**src/rtl/cgms_pkg.sv**
```systemverilog
package cgms_pkg;
   typedef enum logic {
      STD_NTSC = 1'b0,
      STD_PAL  = 1'b1
   } video_std_e;

   localparam int unsigned CTRL_NIBBLE_W = 4;
   localparam int unsigned CTRL_CRC_SEL  = 4;
   localparam int unsigned CTRL_EN_ODD   = 5;
   localparam int unsigned CTRL_EN_EVEN  = 6;
   localparam int unsigned CTRL_EN_WSS   = 7;
endpackage

```
**src/rtl/cgms_crc.sv**
```systemverilog
module cgms_crc #(
   parameter int unsigned       DATA_W = 14,
   parameter int unsigned       CRC_W  = 6,
   parameter logic [CRC_W-1:0]  POLY   = 6'b000011,
   parameter logic [CRC_W-1:0]  INIT   = '1
) (
   input  logic [DATA_W-1:0] data_i,
   output logic [CRC_W-1:0]  rem_o
);
   generate
      if (CRC_W < 2) begin : g_bad_w
         $error("cgms_crc: CRC_W must be at least 2");
      end
      if (POLY[0] != 1'b1) begin : g_bad_poly
         $error("cgms_crc: generator must include the x^0 term");
      end
   endgenerate

   always_comb begin
      logic [CRC_W-1:0] r;
      logic             fb;
      r = INIT;
      for (int i = 0; i < DATA_W; i++) begin
         fb = data_i[i] ^ r[CRC_W-1];
         r  = {r[CRC_W-2:0], 1'b0} ^ (fb ? POLY : '0);
      end
      rem_o = r;
   end
endmodule

```
**src/rtl/cgms_gate.sv**
```systemverilog
module cgms_gate
   import cgms_pkg::*;
(
   input  logic std_pal,
   input  logic field_odd,
   input  logic en_odd,
   input  logic en_even,
   input  logic en_wss,
   output logic cgms_ok,
   output logic wss_on
);
   video_std_e std;

   always_comb begin
      std     = video_std_e'(std_pal);
      cgms_ok = (std == STD_NTSC) && (field_odd ? en_odd : en_even);
      wss_on  = (std == STD_PAL) && en_wss;
   end
endmodule

```
**src/rtl/cgms_serializer.sv**
```systemverilog
module cgms_serializer #(
   parameter int unsigned WORD_W = 20
) (
   input  logic              clk,
   input  logic              rst_n,
   input  logic              load_i,
   input  logic [WORD_W-1:0] word_i,
   input  logic              tick_i,
   output logic              bit_o,
   output logic              busy_o,
   output logic              done_o
);
   localparam int unsigned CNT_W = (WORD_W > 1) ? $clog2(WORD_W) : 1;
   localparam logic [CNT_W-1:0] LAST = CNT_W'(WORD_W - 1);

   generate
      if (WORD_W < 2) begin : g_bad_w
         $error("cgms_serializer: WORD_W must be at least 2");
      end
   endgenerate

   logic [WORD_W-1:0] sh_q;
   logic [CNT_W-1:0]  cnt_q;
   logic              busy_q;
   logic              done_q;

   always_ff @(posedge clk or negedge rst_n) begin
      if (!rst_n) begin
         sh_q   <= '0;
         cnt_q  <= '0;
         busy_q <= 1'b0;
         done_q <= 1'b0;
      end else begin
         done_q <= 1'b0;
         if (!busy_q) begin
            if (load_i) begin
               sh_q   <= word_i;
               cnt_q  <= '0;
               busy_q <= 1'b1;
            end
         end else if (tick_i) begin
            sh_q <= sh_q >> 1;
            if (cnt_q == LAST) begin
               busy_q <= 1'b0;
               done_q <= 1'b1;
               cnt_q  <= '0;
            end else begin
               cnt_q <= cnt_q + 1'b1;
            end
         end
      end
   end

   assign bit_o  = busy_q & sh_q[0];
   assign busy_o = busy_q;
   assign done_o = done_q;


   done_after_last_chk: assert property (@(posedge clk) disable iff (!rst_n)
      done_q |-> (!busy_q && $past(busy_q) && $past(tick_i)));


   hold_without_tick_chk: assert property (@(posedge clk) disable iff (!rst_n)
      (busy_q && $past(busy_q) && !$past(tick_i)) |-> $stable(bit_o));


   count_range_chk: assert property (@(posedge clk) disable iff (!rst_n)
      busy_q |-> (cnt_q <= LAST));
endmodule

```
**src/rtl/cgms_formatter.sv**
```systemverilog
module cgms_formatter
   import cgms_pkg::*;
#(
   parameter int unsigned      DATA_W = 14,
   parameter int unsigned      CRC_W  = 6,
   parameter logic [CRC_W-1:0] POLY   = 6'b000011,
   parameter logic [CRC_W-1:0] INIT   = '1,
   localparam int unsigned     HI_W   = DATA_W - CTRL_NIBBLE_W,
   localparam int unsigned     WORD_W = DATA_W + CRC_W
) (
   input  logic             clk,
   input  logic             rst_n,
   input  logic [7:0]       ctrl_reg,
   input  logic [HI_W-1:0]  data_hi,
   input  logic [CRC_W-1:0] manual_crc,
   input  logic             std_pal,
   input  logic             field_odd,
   input  logic             line_start,
   input  logic             bit_tick,
   output logic             cgms_bit,
   output logic             cgms_valid,
   output logic             cgms_done,
   output logic             wss_en
);
   generate
      if (DATA_W <= CTRL_NIBBLE_W) begin : g_bad_data
         $error("cgms_formatter: DATA_W must exceed the register nibble");
      end
   endgenerate

   logic [DATA_W-1:0] data_w;
   logic [CRC_W-1:0]  gen_rem;
   logic [CRC_W-1:0]  sel_rem;
   logic [WORD_W-1:0] word_w;
   logic              allow;

   assign data_w  = {ctrl_reg[CTRL_NIBBLE_W-1:0], data_hi};
   assign sel_rem = ctrl_reg[CTRL_CRC_SEL] ? gen_rem : manual_crc;

   cgms_crc #(
      .DATA_W(DATA_W), .CRC_W(CRC_W), .POLY(POLY), .INIT(INIT)
   ) u_crc (
      .data_i(data_w),
      .rem_o (gen_rem)
   );

   assign word_w[DATA_W-1:0] = data_w;
   generate
      for (genvar k = 0; k < CRC_W; k++) begin : g_crc_order
         assign word_w[DATA_W + k] = sel_rem[CRC_W - 1 - k];
      end
   endgenerate

   cgms_gate u_gate (
      .std_pal  (std_pal),
      .field_odd(field_odd),
      .en_odd   (ctrl_reg[CTRL_EN_ODD]),
      .en_even  (ctrl_reg[CTRL_EN_EVEN]),
      .en_wss   (ctrl_reg[CTRL_EN_WSS]),
      .cgms_ok  (allow),
      .wss_on   (wss_en)
   );

   cgms_serializer #(.WORD_W(WORD_W)) u_ser (
      .clk   (clk),
      .rst_n (rst_n),
      .load_i(line_start & allow),
      .word_i(word_w),
      .tick_i(bit_tick),
      .bit_o (cgms_bit),
      .busy_o(cgms_valid),
      .done_o(cgms_done)
   );


   pal_no_launch_chk: assert property (@(posedge clk) disable iff (!rst_n)
      $rose(cgms_valid) |-> $past(!std_pal && line_start));


   field_enable_chk: assert property (@(posedge clk) disable iff (!rst_n)
      $rose(cgms_valid) |->
         $past(field_odd ? ctrl_reg[CTRL_EN_ODD] : ctrl_reg[CTRL_EN_EVEN]));


   fall_with_done_chk: assert property (@(posedge clk) disable iff (!rst_n)
      $fell(cgms_valid) |-> cgms_done);
endmodule

```
**config.mk**
```make
export PLATFORM = sky130hd
export DESIGN_NAME = cgms_formatter
export DESIGN_NICKNAME = d
export VERILOG_FILES = /design/src/rtl/cgms_pkg.sv /design/src/rtl/cgms_crc.sv /design/src/rtl/cgms_gate.sv /design/src/rtl/cgms_serializer.sv /design/src/rtl/cgms_formatter.sv
export SDC_FILE = /design/constraint.sdc
export NUM_CORES = 1
export LEC_CHECK = 0
export BUFFER_PORTS_ARGS = -buffer_cell sky130_fd_sc_hd__buf_4
export CAP_MARGIN = 10
export CORE_ASPECT_RATIO = 0.75
export CORE_MARGIN = 5
export CORE_UTILIZATION = 38
export DETAILED_ROUTE_END_ITERATION = 6
export PLACE_DENSITY = 0.56
export SETUP_SLACK_MARGIN = 0.15
export SLEW_MARGIN = 25
export SYNTH_ARGS = -nofsm -noshare
export SYNTH_HDL_FRONTEND = slang
export SYNTH_SLANG_ARGS = --single-unit
```
**constraint.sdc**
```tcl
create_clock -name clk -period 1.5 [get_ports clk]
set_clock_uncertainty 0.05 [all_clocks]
set_input_delay 0.15 -clock clk [delete_from_list [all_inputs] [get_ports clk]]
set_output_delay 0.15 -clock clk [all_outputs]
set_load 0.02 [all_outputs]
```
======== Yosys cells after proc, flatten, opt, wreduce, memory -nomap -nowiden ========
Cells that the tools add are included.
word-level totals
  register bits ........................... 27
cells by class
  add/subtract/negate cells ............... 1
  equality and inequality tests ........... 2
  muxes and demuxes ....................... 30
  bitwise logic cells ..................... 30
  reductions and logical operators ........ 4
operator list
  kind                                          count
  bitwise XOR 6 bit                             13
  two-way mux 20 bit                            3
  two-way mux 2 bit                             14
  two-way mux 5 bit                             4
  bitwise XOR 1 bit                             13
  two-way mux 1 bit                             8
  two-way mux 6 bit                             1
  adder 5 x 1 -> 5 bit (second input constant)  1
  equality test 5 bit (second input constant)   1
  inverter 5 bit                                1
  AND 1 bit                                     2
  logical AND 1 bit                             2
  != test 2 bit (second input constant)         1
  AND reduction 2 bit                           1
  nonzero test 2 bit                            1
  inverter 1 bit                                1

======== Logic depth before layout (Yosys ltp) ========
  word-level depth ........................ 44
  mapped depth ............................ 6
  gate-level depth less buffers ........... 6

======== Modules after synthesis ========
A second synthesis with hierarchy kept.
unflattened totals
  cell total of the unflattened synthesis .. 152
  area total of the unflattened synthesis .. 1647.8 um2
by module, submodules not included
  module           instances  cells each  area an instance (um2)  seq. area each (um2)
  cgms_serializer  1          120         1295.0                  675.6
  cgms_crc         1          21          225.2                   0.0
  cgms_formatter   1          8           107.6                   0.0
  cgms_gate        1          3           20.0                    0.0

======== Worst setup path before layout ========
Ideal clock, no wire load.
  kind .................................... reg2reg
  from .................................... reg u_ser.busy_q, in the netlist u_ser.busy_o
  to ...................................... reg u_ser.sh_q[0]
  setup time .............................. 0.077 ns
  arrival ................................. 1.388 ns
  slack ................................... -0.015 ns
  stages on the path, launching flop included .. 7
  clock period less this slack ............ 1.515 ns
  path through ............................ dfrtp_1 > buf_4 > nand2_1 > o41ai_4 > buf_2 > nor2_1 > a21oi_1
between the ends
  cells in the longest elaborated chain, start to end .. 2
RTL lines
  item                                                           line                   text
  from (decl)                                                    cgms_serializer.sv:24  logic busy_q;
  from (signal assigned)                                         cgms_serializer.sv:31  busy_q <= 1'b0;
  from (signal assigned)                                         cgms_serializer.sv:39  busy_q <= 1'b1;
  from (signal assigned)                                         cgms_serializer.sv:44  busy_q <= 1'b0;
  != test 2 bit (no line) or nonzero test 2 bit (tied branches)  --
  AND reduction 2 bit (no line)                                  --
  to (signal assigned)                                           cgms_serializer.sv:37  sh_q <= word_i;
  to (signal assigned)                                           cgms_serializer.sv:42  sh_q <= sh_q >> 1;
  to (decl)                                                      cgms_serializer.sv:22  logic [WORD_W-1:0] sh_q;
Several ways; a longest one is shown, not always the timed one.
A chain may end at the register's enable or synchronous reset.

======== Worst setup path in the final report ========
  from .................................... reg u_ser.busy_q, in the netlist u_ser.busy_o
  to ...................................... reg u_ser.sh_q[5]
Same word-level chain as after synthesis.

==> results.py <==
metrics = {
    "status": {
        "status": "finished, final reports clean",
    },
    "sta": {
        "fmax_ghz": 0.6667,
        "drv_slew": 0,
        "grt_setup_unrepaired": "yes",
        "worst_slew_pin_slew_ns": 0.4617,
        "finalHoldViolCount": 0,
        "maxSlewHeadroom_pct": 68.34,
        "min_period_over_period_pct": 100.0,
        "timing.final.ws_setup_ns": 0.00004330,
        "finalSetupTns_ns": 0,
        "finalCriticalPeriod_ns": 1.500,
        "setup_viol": 0,
    },
    "route": {
        "routedWlPerCell_um": 14.96,
        "wirelength_mm": 3.829,
        "viasPerCell": 5.168,
        "drc": 0,
        "dr.pass1.iters": 4,
        "drt_iter0_markers": 47,
        "antenna_left": 0,
        "num_vias": 1323,
    },
    "floorplanning": {
        "num_rows": 20,
        "initial_core_util_pct": 39.29,
        "fp.dieH_um": 66.07,
        "die_area_sq_um": 5600,
        "core_sq_um": 4054,
        "ioPinCount": 34,
        "die_x_um": 84.76,
    },
    "logic_synthesis": {
        "avgSynthCellArea_sq_um": 10.02,
        "ys_ff_latch": 27,
        "mappedNetlistNets": 190,
        "ys_warn_count": 0,
        "synth-seq-area-share_pct": 42.42,
        "synth_cell_types": 28,
        "syn-instance-count": 159,
        "synthesis.area_sq_um": 1593,
    },
    "clock_network": {
        "cts_made_buffers": 3,
        "path_clk_slew_ns": 0.09,
        "htree_levels": 1,
        "clock_path_buffers": 2,
        "cts_tree": "yes",
        "cts_root_buffer": "clkbuf_8",
        "cts_num_sinks": 27,
        "clk-insertion-delay-late_ns": 0.28,
    },
    "placement": {
        "place_inst": 246,
        "globalplace.congestion": 0.8133,
        "post-dp-hpwl_mm": 2.728,
        "pre_cts_ws_ns": -0.01638,
        "io_buffers": 33,
    },
    "job": {
        "maxCapViolCount": 0,
    },
    "cells_and_area": {
        "fin_cells": 256,
        "drive_above_1_share_pct": 31.34,
        "syn2layout_area_growth_pct": 33.78,
        "final_util_pct": 52.56,
        "antennaDiodeCount": 0,
        "nets": 233,
    },
    "worst_setup_path": {
        "crit_fanout": 9,
        "r2r_slack_ns": 0.00004,
        "rr_endpoint": "u_ser.sh_q[5]",
        "crit_start": "u_ser.busy_o",
        "path_cells": "o41ai_4, buf_6, clkbuf_16, nor2_1, a21oi_1",
        "required_ns": 1.65,
        "criticalPathCategory": "flip-flop to flip-flop",
        "start_kind": "flip-flop",
        "cp-endpoint": "u_ser.sh_q[5]",
        "r2r_start": "u_ser.busy_o",
        "reg2reg_depth": 5,
        "cp.arrival_ns": 1.65,
        "worstSetupEndpointType": "flip-flop",
        "slowest_stage": "dfrtp_2",
        "crit_path_max_incr_delay_ns": 0.49,
    },
    "worst_hold_path": {
        "holdCritPathClass": "input port to flip-flop",
    },
    "pwr": {
        "power.leakage_uw": 0.0009824,
        "fin_total_pwr_uw": 3236,
        "ir_drop_mv": 0.6390,
        "p_per_area_nw_per_um2": 1519,
    },
    "global_route": {
        "grt_pass1_vias": 1305,
        "grt-ovfl-total": 0,
        "grt.total_usage_pct": 14.30,
        "grt_max_degree": 28,
        "antenna_found_initial": 0,
        "grt_first_pass_wirelength_mm": 6.237,
    },
}
metrics by stage:
step	hold slack (ns)	instance area [sq um]
2_1_floorplan	-0.1956	1608
3_3_place_gp	0.03669	1934
3_5_place_dp	0.04011	1934
4_1_cts	0.1031	2038
5_1_grt	0.1373	2131
6_report	0.1204	2131
cells in the mapped netlist, drive strengths merged:
cell type | count | area, sq um
and2 | 2 | 12.51
nand3 | 3 | 15.01
nand4bb | 1 | 11.26
buf | 7 | 40.03
o41ai | 1 | 27.53
o211ai | 1 | 7.510
dfrtp | 27 | 675.7
a211oi | 3 | 22.52
nor4 | 1 | 21.27
xnor3 | 2 | 47.55
o221a | 1 | 11.26
o31ai | 1 | 7.510
nand2b | 2 | 12.51
or3 | 1 | 6.260
a22oi | 1 | 7.510
nand2 | 11 | 41.29
nor2 | 19 | 71.32
mux2i | 19 | 190.2
a21oi | 19 | 98.85
nor2b | 2 | 12.51
xnor2 | 13 | 121.4
o21ai | 12 | 60.06
xor2 | 5 | 43.79
inv | 4 | 15.01
ha | 1 | 12.51
worst min path at each step:
stage	from	endpoint	slack [ns]	depth (start not counted)
2_1_floorplan	rst_n	u_ser.busy_o	-0.20	0
3_3_place_gp	rst_n	u_ser.cnt_q[3]	0.04	1
3_5_place_dp	rst_n	u_ser.cnt_q[0]	0.04	1
4_1_cts	bit_tick	u_ser.cnt_q[1]	0.10	3
5_1_grt	manual_crc[2]	u_ser.sh_q[17]	0.14	3
6_report	manual_crc[0]	u_ser.sh_q[19]	0.12	3
flip-flops by register name (all words and copies together), names as in the netlist:
signal / cells
u_ser.cnt_q: 5
u_ser.done_o: 1
u_ser.sh_q: 20
u_ser.busy_o: 1
report_power, final:
| group | internal [uW] | total, uW | leakage [uW] | switching [uW] |
|---|---|---|---|---|
| sequential | 1020 | 1250 | 0.000308 | 232 |
| clock | 191 | 418 | 0.0000228 | 228 |
| combinational | 808 | 1570 | 0.000652 | 758 |
| total | 2020 | 3240 | 0.000982 | 1220 |
what timing repair did:
action,4_1_cts,5_1_grt
pin swaps,2,1
resized for setup,9,10
gates cloned,1,1
hold endpoints to repair,27,0
buffers inserted,1,2
endpoints found under the setup margin,23,27
hold buffers,1,0
layout by cell type, fill, tap and decap left out, types with 5 or more instances in the layout:
cell type / synthesis / routed
xor2_1: 5 / 5
o21ai_0: 12 / 5
dfrtp_1: 27 / 26
a21oi_1: 18 / 17
xnor2_1: 12 / 12
buf_4: 2 / 37
nand2_1: 11 / 9
o21ai_1: 0 / 5
mux2i_1: 19 / 19
nor2_1: 19 / 19
critical path: cells and delay by family, from the launching register on:
kind | cells | cell delay [ns]
AO/OA/AOI/OAI | 2 | 0.47
buffers and inverters | 2 | 0.37
flip-flops | 1 | 0.49
AND/OR/NAND/NOR | 1 | 0.04
cells by family after synthesis:
group | synth area share, %
flip-flops | 42.42
adder cells (fa/ha/maj) | 0.7854
AO/OA/AOI/OAI | 15.24
multiplexers | 11.94
AND/OR/NAND/NOR | 12.80
buffers and inverters | 3.456
XOR/XNOR | 13.35
area by class of cell:
cell class / count / area (sq um)
clock buffers: 4 / 45.04
well taps: 55 / 68.82
inverters: 4 / 15.01
multi-input cells: 121 / 919.6
fillers: 386 / 1923
repair buffers: 45 / 405.4
flip-flops and latches: 27 / 676.9
layer usage:
| metal | GRT usage (%) | routed length (um) | vias up |
|---|---|---|---|
| met4 | 4.150 | 42 | 0 |
| li1 | - | - | 640 |
| met2 | 22.95 | 1735 | 41 |
| met3 | 4.110 | 256 | 5 |
| met1 | 18.84 | 1795 | 637 |
| met5 | 0 | 0 | - |
Note: power is estimated with default switching activity, not from simulation.
